--- config.mk ---
export PLATFORM = sky130hd
export DESIGN_NAME = rec_filter
export DESIGN_NICKNAME = d
export VERILOG_FILES = /design/src/rtl/rec_filter.sv
export SDC_FILE = /design/constraint.sdc
export NUM_CORES = 1
export LEC_CHECK = 0
export BUFFER_PORTS_ARGS = -buffer_cell sky130_fd_sc_hd__buf_2
export CAP_MARGIN = 10
export CORE_MARGIN = 5
export CORE_UTILIZATION = 45
export CTS_BUF_LIST = sky130_fd_sc_hd__clkbuf_4
export DETAILED_ROUTE_END_ITERATION = 10
export PLACE_DENSITY = 0.72
export SYNTH_ARGS = -nofsm -noshare
export SYNTH_HDL_FRONTEND = slang
export SYNTH_SLANG_ARGS = --single-unit
--- constraint.sdc ---
create_clock -name clk -period 2.9 [get_ports clk]
set_clock_uncertainty 0.2 [all_clocks]
set_input_delay 0 -clock clk [delete_from_list [all_inputs] [get_ports clk]]
set_output_delay 0 -clock clk [all_outputs]
set_load 0.05 [all_outputs]
--- src/rtl/rec_filter.sv ---
module rec_filter #(
  parameter int EVW  = 12,
  parameter int LATW = 16,
  parameter int CNTW = 16
) (
  input  logic                 clk,
  input  logic                 rst_n,
  input  logic                 in_valid,
  input  logic [1:0]           in_class,
  input  logic [EVW-1:0]       in_events,
  input  logic [LATW-1:0]      in_latency,
  input  logic                 en_load,
  input  logic                 en_store,
  input  logic                 en_branch,
  input  logic [EVW-1:0]       evt_mask,
  input  logic [LATW-1:0]      lat_min,
  input  logic                 drop_all,
  output logic                 out_valid,
  output logic                 out_keep,
  output logic [CNTW-1:0]      kept_cnt,
  output logic [CNTW-1:0]      drop_cnt,
  output logic [5*CNTW-1:0]    evt_cnt
);

  localparam int NEV = 5;

  function automatic int ev_pos(input int i);
    return (i < 4) ? (2 * i + 1) : 11;
  endfunction

  function automatic logic [EVW-1:0] filt_bits();
    logic [EVW-1:0] m;
    m = '0;
    for (int i = 0; i < NEV; i++) m[ev_pos(i)] = 1'b1;
    return m;
  endfunction

  localparam logic [EVW-1:0] FILT = filt_bits();

  logic any_en, type_ok, evt_ok, lat_ok, keep_d;
  logic [EVW-1:0] need;

  assign any_en  = en_load | en_store | en_branch;
  assign type_ok = !any_en
                 | (en_load   && in_class == 2'd1)
                 | (en_store  && in_class == 2'd2)
                 | (en_branch && in_class == 2'd3);
  assign need    = evt_mask & FILT;
  assign evt_ok  = (in_events & need) == need;
  assign lat_ok  = in_latency >= lat_min;
  assign keep_d  = type_ok && evt_ok && lat_ok && !drop_all;

  always_ff @(posedge clk) begin
    if (!rst_n) begin
      out_valid <= 1'b0;
      out_keep  <= 1'b0;
      kept_cnt  <= '0;
      drop_cnt  <= '0;
    end else begin
      out_valid <= in_valid;
      out_keep  <= in_valid && keep_d;
      if (in_valid) begin
        if (keep_d) kept_cnt <= kept_cnt + 1'b1;
        else        drop_cnt <= drop_cnt + 1'b1;
      end
    end
  end

  for (genvar g = 0; g < NEV; g++) begin : g_evc
    logic [CNTW-1:0] c;
    always_ff @(posedge clk) begin
      if (!rst_n)                          c <= '0;
      else if (in_valid && in_events[ev_pos(g)]) c <= c + 1'b1;
    end
    assign evt_cnt[g*CNTW +: CNTW] = c;
  end

  AST_VALID_FOLLOWS: assert property (@(posedge clk) disable iff (!rst_n)
    in_valid |=> out_valid);
  AST_NO_SPURIOUS_VALID: assert property (@(posedge clk) disable iff (!rst_n)
    !in_valid |=> !out_valid);
  AST_KEEP_NEEDS_VALID: assert property (@(posedge clk) disable iff (!rst_n)
    out_keep |-> out_valid);
  AST_DROP_MODE: assert property (@(posedge clk) disable iff (!rst_n)
    (in_valid && drop_all) |=> !out_keep);
  AST_SLOW_ONLY: assert property (@(posedge clk) disable iff (!rst_n)
    (in_valid && in_latency < lat_min) |=> !out_keep);
  AST_OTHER_BLOCKED: assert property (@(posedge clk) disable iff (!rst_n)
    (in_valid && any_en && in_class == 2'd0) |=> !out_keep);
  AST_ONE_COUNT: assert property (@(posedge clk) disable iff (!rst_n)
    in_valid |=> (kept_cnt + drop_cnt) == $past(kept_cnt + drop_cnt) + 1'b1);
  AST_IDLE_STABLE: assert property (@(posedge clk) disable iff (!rst_n)
    !in_valid |=> ($stable(kept_cnt) && $stable(drop_cnt) && $stable(evt_cnt)));

endmodule

==> flow_summary.yaml <==
sta:
  setup_violations: 0
  setup_tns_ps: 0
  final_hold_viol_count: 0
  relSlewSlack: 0.610
  fmaxAchievable_ghz: 0.407
  tightest_slew_ps: 581
  fin_crit_ps: 2460
  period_share: 0.847
  setup_ws_ps: 443
  slew_viol_final: 0
  rsz0062_at_grt: "false"
setup_path:
  crit_slowest_cell: "or4_1"
  critPathArrivalTime_ps: 2700
  critical_path.cell_chain: "dlygate4sd3_1 > buf_2 > nand2b_1 > nand4_1 > a2111o_1 > a31o_2 > or4_1 > a21oi_1"
  path_class: "in2reg"
  end_kind: "flop"
  path_delay_family: "compound AO/OA/AOI/OAI gates"
  crit_path_max_fanout: 33
  crit_buf_inv: 2
  critPathRequiredTime_ps: 3150
  start_kind: "input port"
  rrSetupSlack_ps: 570
  cpPeakStageDelay_ps: 550
layout:
  nNetsFinal: 920
  fill_cells: 1107
  layout_commonest_cell: "buf_2"
  stdcell_count: 991
  multi_input_area_um2: 2960
  synthToLayoutAreaGrowth_pct: 26.5
  regArea_um2: 2280
  final_cell_area_um2: 6850
  drive_gt1_frac: 0.241
  mostFrequentLayoutCells: "164 x buf_2, 114 x dfxtp_1, 68 x nor2_1"
  diodes: 0
  final_core_util: 0.575
power:
  cellPowerDensity_nw_per_um2: 453
  intPower_w: 0.00233
  max-vdd-ir-drop_mv: 0.196
  p_switching_w: 0.000774
  power_frac_comb: 0.080
  pwr-share-seq: 0.513
  netSwitchingFraction: 0.249
  power_leakage_nw: 2.97
  clkPwrFrac: 0.407
cts:
  path_clk_slew_ps: 90
  clk_latency_ps: 520
  cts_buffers: 17
  postCtsHoldBufs: 18
  cts_htree_levels: 4
  cts_buffer_depth: 2
  clock-root-buffer: "clkbuf_4"
  cts_sinks: 114
  cts_tree: "yes"
  cts_setup_buffers: 0
  cts_resized: 0
die:
  core_area_um2: 11900
  die_area_um2: 14300
  core.rowCount: 40
  fp.dieW_um: 120
  initial_core_util: 0.455
  io_pins: 179
  die_y_um: 120
synthesis:
  synthFlopType: "dfxtp_1"
  ys_types: 41
  yosys_warnings: 0
  async_flop_share: 0
  avgSynthCellArea_um2: 8.33
  synth_cells: 651
  syn_nets: 739
  synth_edf_count: 0
  ys_seq_area_frac: 0.421
  synth_seq_cells: 114
  syn_area_um2: 5420
hold_path:
  hold_class: "in2reg"
drt:
  vias_per_cell: 5.44
  via_count: 5387
  drtAntennaViolNets: 0
  drcViolationCount: 0
  dr.pass1.iters: 5
  wirelength_um: 14200
  wl_per_cell_um: 14.4
  drtIter0Drc: 381
status:
  outcome: "finished, final reports clean"
placement:
  place_ws_ps: 182
  hpwl_um: 10300
  dpl_cell_area_um2: 6380
  port_buffers: 164
  place.gp.congestion: 0.815
  placedCellCount: 942
global_route:
  grt_pass1_vias: 5214
  grt_start_max_net_pins: 82
  overflow: 0
  gr-usage-all-layers: 0.197
  antenna_found_initial: 0
  grt_pass1_wl_um: 23300
flow_run:
  maxCapViolations: 0
[final timing paths]
path,start,endpoint,cells past startpoint
min,evt_mask[1],kept_cnt[1],7
min reg2reg,g_evc[4].c[15],g_evc[4].c[15],2
max,in_events[11],kept_cnt[9],8
max reg2reg,kept_cnt[2],kept_cnt[15],5
[synthesized netlist by cell type (all sizes together), types with 2 or more instances]
cell	instances	share of area
nand2	66	0.046
or4	18	0.025
buf	4	0.0044
nand2b	9	0.010
mux2i	2	0.0037
nor3	8	0.0074
ha	23	0.053
o41ai	2	0.0032
nor2b	2	0.0023
and3	16	0.018
o31ai	18	0.025
a31oi	2	0.0023
and2	4	0.0046
or3	26	0.030
xnor2	8	0.013
nor2	68	0.047
o21ai	29	0.027
nand3	42	0.039
or2	2	0.0023
nor4	3	0.0046
inv	22	0.015
nand4	21	0.024
and4	4	0.0065
xor2	51	0.082
a21oi	57	0.053
dfxtp	114	0.42
clkbuf	20	0.014
[tightest hold or removal path, delay by kind of cell]
kind	cells	cell delay (ps)
compound gates	3	300
buf+inv	2	290
simple gates	2	220
[cell families (layout without fill, tap and decap cells)]
family / Yosys count / in the layout / share of synthesized area
AO/OA/AOI/OAI: 114 / 114 / 0.120
XOR/XNOR: 59 / 59 / 0.0953
adder cells (fa/ha/maj): 23 / 23 / 0.0531
buffers and inverters: 46 / 239 / 0.0335
flip-flops: 114 / 114 / 0.421
multiplexers: 2 / 2 / 0.00369
AND/OR/NAND/NOR: 293 / 293 / 0.274
[stage by stage]
| step | hold WS [ps] | power (W) |
|---|---|---|
| final | 152 | 0.00310 |
| after global routing | 164 | 0.00323 |
| after CTS | 125 | 0.00313 |
| after detailed placement | 122 | 0.00186 |
| after global placement | 112 | 0.00185 |
| after floorplan | -40.0 | 0.00177 |
[power groups by stage]
stage	combinational [W]	clock (W)	sequential, W
floorplan	0.000102	0	0.00167
global placement	0.000222	0	0.00163
detailed placement	0.000232	0	0.00163
CTS	0.000250	0.00129	0.00159
global route	0.000276	0.00136	0.00159
finish	0.000248	0.00126	0.00159
[layout make-up]
cell class | count | area share
sequential | 114 | 0.333
inverter | 22 | 0.0122
tap | 147 | 0.0268
clock inverter | 14 | 0.0248
clock buffer | 17 | 0.0186
multi-input combinational | 491 | 0.432
timing repair buffer | 186 | 0.152
[routing by layer]
metal,track usage,part of all wire,vias to the layer above,wire [um]
met3,0.0598,0.067,24,947
li1,-,-,2671,-
met4,0.0845,0.022,0,308
met5,0,0,-,0
met2,0.345,0.50,182,7060
met1,0.222,0.42,2510,5920
[registers in the layout, summed over array words and instances (netlist names)]
register and cells:
out_valid 1, drop_cnt 16, out_keep 1, kept_cnt 16
g_evc.c 80
Power figures use the tool's default switching activity.
